### config.mk
export PLATFORM = sky130hd
export DESIGN_NAME = bitslice_alu
export DESIGN_NICKNAME = d
export VERILOG_FILES = /design/src/rtl/alu_pkg.sv /design/src/rtl/alu_op_decode.sv /design/src/rtl/alu_bit_slice.sv /design/src/rtl/alu_zero_detect.sv /design/src/rtl/bitslice_alu.sv
export SDC_FILE = /design/constraint.sdc
export NUM_CORES = 1
export LEC_CHECK = 0
export ABC_CLOCK_PERIOD_IN_PS = 20600
export BUFFER_PORTS_ARGS = -buffer_cell sky130_fd_sc_hd__buf_2
export CAP_MARGIN = 0
export CELL_PAD_IN_SITES_DETAIL_PLACEMENT = 0
export CELL_PAD_IN_SITES_GLOBAL_PLACEMENT = 1
export CORE_MARGIN = 4
export CORE_UTILIZATION = 31
export DETAILED_ROUTE_END_ITERATION = 10
export GPL_TIMING_DRIVEN = 0
export PLACE_DENSITY = 0.77
export RECOVER_POWER = 50
export SLEW_MARGIN = 20
export SYNTH_ARGS = -nofsm -noshare
export SYNTH_HDL_FRONTEND = slang
export SYNTH_SLANG_ARGS = --single-unit
### constraint.sdc
create_clock -name vclk -period 20.6
set_clock_uncertainty 0.2 [all_clocks]
set_input_delay 4.12 -clock vclk [all_inputs]
set_output_delay 4.12 -clock vclk [all_outputs]
set_load 0.01 [all_outputs]
### src/rtl/alu_pkg.sv
package alu_pkg;

   localparam int OP_W = 4;

   typedef enum logic [OP_W-1:0] {
      OPC_AND = 4'b0000,
      OPC_OR  = 4'b0001,
      OPC_ADD = 4'b0010,
      OPC_SUB = 4'b0110,
      OPC_SLT = 4'b0111
   } opcode_e;

   typedef enum logic [1:0] {
      PICK_AND  = 2'd0,
      PICK_OR   = 2'd1,
      PICK_SUM  = 2'd2,
      PICK_LESS = 2'd3
   } pick_e;

endpackage

### src/rtl/alu_op_decode.sv
module alu_op_decode
   import alu_pkg::*;
(
   input  logic [OP_W-1:0] op_i,
   output pick_e           pick_o,
   output logic            binv_o,
   output logic            cin0_o,
   output logic            valid_o
);

   always_comb begin
      pick_o  = PICK_SUM;
      binv_o  = 1'b0;
      valid_o = 1'b1;
      case (op_i)
         OPC_AND: pick_o = PICK_AND;
         OPC_OR:  pick_o = PICK_OR;
         OPC_ADD: pick_o = PICK_SUM;
         OPC_SUB: begin
            pick_o = PICK_SUM;
            binv_o = 1'b1;
         end
         OPC_SLT: begin
            pick_o = PICK_LESS;
            binv_o = 1'b1;
         end
         default: valid_o = 1'b0;
      endcase
   end

   // the borrow-free subtract needs a carry of 1 whenever B is inverted
   assign cin0_o = binv_o;

endmodule

### src/rtl/alu_bit_slice.sv
module alu_bit_slice
   import alu_pkg::*;
#(
   parameter bit IS_MSB = 1'b0
)(
   input  logic  a_i,
   input  logic  b_i,
   input  logic  cin_i,
   input  logic  binv_i,
   input  logic  less_i,
   input  pick_e pick_i,
   output logic  res_o,
   output logic  cout_o,
   output logic  set_o
);

   logic b_eff;
   logic sum;

   assign b_eff  = b_i ^ binv_i;
   assign sum    = a_i ^ b_eff ^ cin_i;
   assign cout_o = (a_i & b_eff) | (a_i & cin_i) | (b_eff & cin_i);

   always_comb begin
      case (pick_i)
         PICK_AND:  res_o = a_i & b_i;
         PICK_OR:   res_o = a_i | b_i;
         PICK_SUM:  res_o = sum;
         default:   res_o = less_i;
      endcase
   end

   generate
      if (IS_MSB) begin : g_sign
         logic ovf;
         // signed overflow: carry into the top bit differs from carry out
         assign ovf   = cin_i ^ cout_o;
         assign set_o = sum ^ ovf;
      end else begin : g_plain
         assign set_o = 1'b0;
      end
   endgenerate

   // when both adder operands agree, the carry must follow them
   always_comb begin
      if (a_i == b_eff)
         p_slice_carry_r1: assert (cout_o == a_i)
            else $error("slice carry disagrees with operands");
   end

endmodule

### src/rtl/alu_zero_detect.sv
module alu_zero_detect #(
   parameter int WIDTH = 32
)(
   input  logic [WIDTH-1:0] val_i,
   output logic             zero_o
);

   initial begin
      if (WIDTH < 1) $error("alu_zero_detect: WIDTH must be positive");
   end

   assign zero_o = ~|val_i;

endmodule

### src/rtl/bitslice_alu.sv
module bitslice_alu
   import alu_pkg::*;
#(
   parameter int WIDTH = 32
)(
   input  logic [WIDTH-1:0] opa_i,
   input  logic [WIDTH-1:0] opb_i,
   input  logic [3:0]       op_i,
   output logic [WIDTH-1:0] result_o,
   output logic             zero_o,
   output logic             carry_o
);

   localparam int MSB = WIDTH - 1;

   generate
      if (WIDTH < 2) begin : g_bad_width
         $error("bitslice_alu: WIDTH must be at least 2");
      end
   endgenerate

   pick_e            pick;
   logic             binv;
   logic             cin0;
   logic             valid;
   logic [WIDTH:0]   chain;
   logic [WIDTH-1:0] slice_res;
   logic             set_msb;

   alu_op_decode u_dec (
      .op_i    (op_i),
      .pick_o  (pick),
      .binv_o  (binv),
      .cin0_o  (cin0),
      .valid_o (valid)
   );

   assign chain[0] = cin0;

   generate
      for (genvar i = 0; i < WIDTH; i++) begin : g_slice
         logic less_in;
         if (i == 0) begin : g_lsb_less
            assign less_in = set_msb;
         end else begin : g_zero_less
            assign less_in = 1'b0;
         end

         if (i == MSB) begin : g_top
            alu_bit_slice #(.IS_MSB(1'b1)) u_bit (
               .a_i    (opa_i[i]),
               .b_i    (opb_i[i]),
               .cin_i  (chain[i]),
               .binv_i (binv),
               .less_i (less_in),
               .pick_i (pick),
               .res_o  (slice_res[i]),
               .cout_o (chain[i+1]),
               .set_o  (set_msb)
            );
         end else begin : g_mid
            logic unused_set;
            alu_bit_slice #(.IS_MSB(1'b0)) u_bit (
               .a_i    (opa_i[i]),
               .b_i    (opb_i[i]),
               .cin_i  (chain[i]),
               .binv_i (binv),
               .less_i (less_in),
               .pick_i (pick),
               .res_o  (slice_res[i]),
               .cout_o (chain[i+1]),
               .set_o  (unused_set)
            );
         end
      end
   endgenerate

   assign result_o = valid ? slice_res : '0;
   assign carry_o  = chain[WIDTH];

   alu_zero_detect #(.WIDTH(WIDTH)) u_zero (
      .val_i  (result_o),
      .zero_o (zero_o)
   );

   // checks against independent arithmetic on the ports
   always_comb begin
      if (op_i == OPC_AND)
         p_and_bits_r2: assert (result_o == (opa_i & opb_i))
            else $error("AND result mismatch");
      if (op_i == OPC_ADD)
         p_add_sum_r3: assert ({carry_o, result_o} == ({1'b0, opa_i} + {1'b0, opb_i}))
            else $error("ADD result mismatch");
      if (op_i == OPC_SUB && opa_i == opb_i)
         p_sub_equal_r4: assert (zero_o && carry_o)
            else $error("equal operands did not subtract to zero");
      if (op_i == OPC_SLT)
         p_slt_upper_r5: assert (result_o[WIDTH-1:1] == '0)
            else $error("SLT upper bits not clear");
      if (!(op_i inside {OPC_AND, OPC_OR, OPC_ADD, OPC_SUB, OPC_SLT}))
         p_unused_zero_r7: assert (zero_o && result_o == '0)
            else $error("unused code produced a value");
   end

endmodule

==> results of run 1 <==
cells by family after synthesis:
family / synth area share
AOI/OAI and AO/OA: 0.209
xor gates and xnor gates: 0.127
adders and majority gates: 0.416
buffers and inverters: 0.0585
and+or+nand+nor: 0.190
per-stage QoR:
stage | area, µm² | hold WS (ps) | setup TNS, ps | cells
finish | 2910 | 8400 | -367 | 454
global route | 2910 | 8430 | -669 | 454
CTS | 2880 | 8470 | -407 | 453
detailed placement | 2790 | 8460 | -2320 | 449
global placement | 2790 | 8460 | -2200 | 449
floorplan | 2190 | 8130 | 0 | 271
cell type report:
type,instances,area [µm²],area share
Buffer,18,85.1,0.0293
Tap cell,77,96.3,0.0331
Timing Repair Buffer,106,544,0.187
Inverter,13,48.8,0.0168
Multi-Input combinational cell,240,2130,0.734
critical path: cells and delay by family:
kind            cells  cell delay (ps)
simple gates        4              720
buf+inv             8             1080
fa+ha+maj          29             9960
compound gates      2              580
xor+xnor            1              190
final timing paths:
check / startpoint / depth (start not counted) / end / slack [ps]
max: op_i[3] / 44 / zero_o / -370
min: op_i[3] / 4 / zero_o / 8400
cell usage in the layout, fill, tap and decap left out, types with 3 or more instances in the layout:
cell type,n
a21oi_1,22
a221oi_1,5
a22oi_1,21
buf_1,3
buf_2,101
buf_4,6
clkbuf_1,12
fa_1,3
fa_2,29
inv_1,11
maj3_1,20
nand2_1,10
nand2b_1,3
nand3_1,5
nor2_1,45
nor3_1,7
nor4_1,8
o21ai_0,4
xnor2_1,28
synth_stat cells (3+ instances only):
master    count
nor2_1       45
nand2b_1      3
nor4_1        8
a22oi_1      21
a221oi_1      5
xor2_1        3
nor3_1        7
maj3_1       20
buf_1         5
xnor2_1      28
o21ai_0       4
inv_1        13
nand3_1       5
nand2_1      10
fa_1         32
clkbuf_1     11
a21oi_1      24
report_power, final:
| group | total, mW | leakage (nW) | internal [mW] | switching (mW) |
|---|---|---|---|---|
| Sequential | 0 | 0 | 0 | 0 |
| Clock | 0 | 0 | 0 | 0 |
| Combinational | 0.101 | 1.20 | 0.0466 | 0.0543 |
layer usage:
metal / vias to the layer above / part of all wire / global-route usage
li1: 1174 / - / -
met1: 1188 / 0.43 / 0.267
met2: 103 / 0.48 / 0.337
met3: 11 / 0.078 / 0.0314
met4: 0 / 0.017 / 0.0389
met5: - / 0 / 0
what timing repair did:
item | in CTS | in global routing
endpoints found under the setup margin | 5 | 3
resized for setup | 17 | 6
buffers inserted | 4 | 1
pin swaps | 6 | 9
==> results.json, run 1 <==
{
  "status": "finished with violations",
  "violations": "negative setup slack",
  "worstMarginPinSlew_ps": 807,
  "grt_pass1_wl_um": 13400,
  "fill_cells": 703,
  "vdd_drop_max_mv": 0.0125,
  "dp_hpwl_um": 6940,
  "crit_slowest_cell": "fa_2",
  "yosysTopAreaCell": "fa_1",
  "final_util": 0.445,
  "holdBufCountCts": 0,
  "row_count": 29,
  "power.density_nw_per_um2": 34.7,
  "wl_per_cell_um": 18.3,
  "totalWireLength_um": 8300,
  "dp_slack_ps": -1230,
  "critPathLaunchType": "input pin",
  "dieArea_um2": 8290,
  "syn_area_um2": 2140,
  "syn_area_per_cell_um2": 7.89,
  "layout_worst_path_cycle_share": 1.02,
  "portBuffers": 101,
  "crit_fanout": 10,
  "grt_pass1_vias": 2676,
  "fmax_ghz": 0.0477,
  "place_congestion": 0.900,
  "via_per_inst": 5.45,
  "total_power_mw": 0.101,
  "ant_nets": 0,
  "syn2layout_area_growth_pct": 36.1,
  "crit_top_cell": "fa_2",
  "yosysWarnings": 0,
  "synth.area.top_cells": "fa_1 (30%), xnor2_1 (11%), maj3_1 (9.4%), nor2_1 (7.9%), a22oi_1 (7.4%)",
  "io_pins": 102,
  "crit_type": "in -> out",
  "overflow": 0,
  "required_ps": 16280,
  "vias": 2476,
  "n_antenna_cell": 0,
  "coreArea_um2": 6530,
  "yosysSeqAreaShare": 0,
  "final_layout_size_suffix_gt1_frac": 0.398,
  "seqCellArea_um2": 0,
  "maxSlewViolCount": 0,
  "synth.distinct_cells": 37,
  "n_sequential_cell": 0,
  "maxCapViolCount": 0,
  "setup_ws_ps": -367,
  "antenna_found_initial": 0,
  "rsz0062_at_grt": "yes",
  "syn-num-nets": 373,
  "hold_viol": 0,
  "nClkBuffers": 0,
  "synthCells": 271,
  "drtPass1Iterations": 4,
  "netlist.area_leader.share": 0.300,
  "setup_viol": 1,
  "grt_start_max_net_pins": 11,
  "start_util": 0.327,
  "die_h_um": 91.0,
  "arrival_ps": 16650,
  "fp.dieW_um": 91.0,
  "max_stage_delay_ps": 380,
  "groute.usage.overall": 0.198,
  "power_leakage_nw": 1.20,
  "min_path_type": "in -> out",
  "drtIter0Drc": 111,
  "critPathCaptureType": "output port",
  "drc_errors": 0,
  "fin_nets": 481,
  "post-route-min-period_ps": 20970,
  "maxSlewHeadroom": 0.462
}
No activity file was read; power rests on OpenSTA's default activity.
==> run 2: changes to the inputs <==
--- a/config.mk
+++ b/config.mk
@@ -10,13 +10,15 @@
 export CAP_MARGIN = 0
 export CELL_PAD_IN_SITES_DETAIL_PLACEMENT = 0
 export CELL_PAD_IN_SITES_GLOBAL_PLACEMENT = 1
+export CORE_ASPECT_RATIO = 1.5
 export CORE_MARGIN = 4
-export CORE_UTILIZATION = 31
+export CORE_UTILIZATION = 36
 export DETAILED_ROUTE_END_ITERATION = 10
 export GPL_TIMING_DRIVEN = 0
-export PLACE_DENSITY = 0.77
+export PLACE_DENSITY = 0.79
 export RECOVER_POWER = 50
 export SLEW_MARGIN = 20
 export SYNTH_ARGS = -nofsm -noshare
 export SYNTH_HDL_FRONTEND = slang
+export SYNTH_HIERARCHICAL = 1
 export SYNTH_SLANG_ARGS = --single-unit
==> results.json, run 2 <==
{
  "final_common_cell": "buf_2",
  "power_leakage_nw": 1.66,
  "final_layout_size_suffix_gt1_frac": 0.710,
  "setup_viol": 7,
  "final_area_um2": 3560,
  "syn_area_um2": 2430,
  "max_stage_delay_ps": 400,
  "io_pins": 102,
  "syn_area_per_cell_um2": 11.0,
  "via_per_inst": 4.88,
  "grt_pass1_wl_um": 10400,
  "totalWireLength_um": 6470,
  "holdPathEnd": "carry_o",
  "worstMarginPinSlew_ps": 660,
  "crit_fanout": 2,
  "antenna_found_initial": 0,
  "dieArea_um2": 8170,
  "worstHoldStart": "opa_i[31]",
  "row_count": 36,
  "n_antenna_cell": 0,
  "fill_cells": 612,
  "total_power_mw": 0.117,
  "grt_pass1_vias": 2260,
  "post-route-min-period_ps": 21980,
  "fin_nets": 472,
  "dp_hpwl_um": 5420,
  "n_sequential_cell": 0,
  "maxCapViolCount": 0,
  "portBuffers": 102,
  "overflow": 0,
  "ant_nets": 0,
  "place_congestion": 0.768,
  "syn2layout_area_growth_pct": 46.3,
  "critPathLaunchType": "input pin",
  "fp.dieW_um": 75.2,
  "multiInputGateArea_um2": 2680,
  "drtIter0Drc": 12,
  "arrival_ps": 17660,
  "required_ps": 16280,
  "vias": 2173,
  "synthCells": 221,
  "wl_per_cell_um": 14.5,
  "power.density_nw_per_um2": 32.7,
  "min_path_type": "in -> out",
  "die_h_um": 109,
  "maxSlewHeadroom": 0.556,
  "hold_path_depth": 3,
  "violations": "negative setup slack",
  "nClkBuffers": 0,
  "setup_ws_ps": -1380,
  "rsz0062_at_grt": "yes",
  "maxSlewViolCount": 0,
  "tns_ps": -5770,
  "coreArea_um2": 6530,
  "grt_start_max_net_pins": 26,
  "start_util": 0.373,
  "crit_slowest_cell": "fa_1",
  "hold_viol": 0,
  "fmax_ghz": 0.0455,
  "status": "finished with violations",
  "crit_type": "in -> out",
  "layout_worst_path_cycle_share": 1.07,
  "critPathCaptureType": "output port",
  "dpl-instance-area_um2": 3390,
  "final_cell_mix": "buf_2 (93), fa_2 (32), maj3_2 (31), conb_1 (31), xor2_1 (31)",
  "crit_top_cell": "fa_2",
  "drtPass1Iterations": 4,
  "groute.usage.overall": 0.160,
  "yosysWarnings": 6,
  "drc_errors": 0,
  "seqCellArea_um2": 0,
  "vdd_drop_max_mv": 0.0169
}
-- run 2: cell count changes in the layout (fill, tap and decap cells not counted), sizes merged, moves of 23 or more --
cell,previous run,this run
and2,0,32
a21oi,24,1
mux2,0,62
xnor2,28,0
xor2,3,32
conb,0,31
nor2,45,2
-- run 2: how the worst max path moves through the flow --
stage               endpoint  slack, ps  startpoint  cells past startpoint
detailed placement    zero_o      -2040     op_i[2]                     44
finish                zero_o      -1380     op_i[1]                     45
global route          zero_o      -1830     op_i[1]                     44
CTS                   zero_o      -1520     op_i[1]                     44
global placement      zero_o      -2530     op_i[2]                     44
floorplan             zero_o      -1440     op_i[2]                     42
-- run 2: per-stage QoR --
stage	hold slack, ps	cells	util	worst slack [ps]
detailed placement	8470	437	0.519	-2040
CTS	8470	444	0.542	-1520
global placement	8470	429	0.501	-2530
global route	8510	445	0.545	-1830
finish	8490	445	0.545	-1380
floorplan	8240	251	-	-1440
-- run 2: layer usage --
metal  vias to the layer above  part of all wire  track usage
li1                       1048                 -            -
met1                      1062              0.38        0.193
met2                        59              0.56        0.313
met3                         4             0.057       0.0148
met4                         0            0.0073      0.00875
met5                         -                 0            0
-- run 2: critical path: cells and delay by family --
family / cells / cell delay [ps]
adders and majority gates: 32 / 12140
buffers and inverters: 5 / 530
AOI/OAI and AO/OA: 1 / 190
and+or+nand+nor: 7 / 660
-- run 2: cell type report --
type / count / share of cell area
inverter: 2 / 0.00211
buffer: 4 / 0.00738
tap: 76 / 0.0267
multi-input combinational: 245 / 0.752
timing repair buffer: 118 / 0.212
-- run 2: power breakdown --
group          switching, mW  internal (mW)  total [mW]
logic                 0.0499         0.0667       0.117
clock network              0              0           0
registers                  0              0           0
-- run 2: repair_timing --
| item | 4_1_cts | 5_1_grt |
|---|---|---|
| resized for setup | 25 | 5 |
| buffers inserted | 7 | 2 |
| endpoints found under the hold margin | 0 | 0 |
| pin swaps | 2 | 1 |
| setup endpoints to repair | 9 | 8 |
| hold buffers | 0 | 0 |
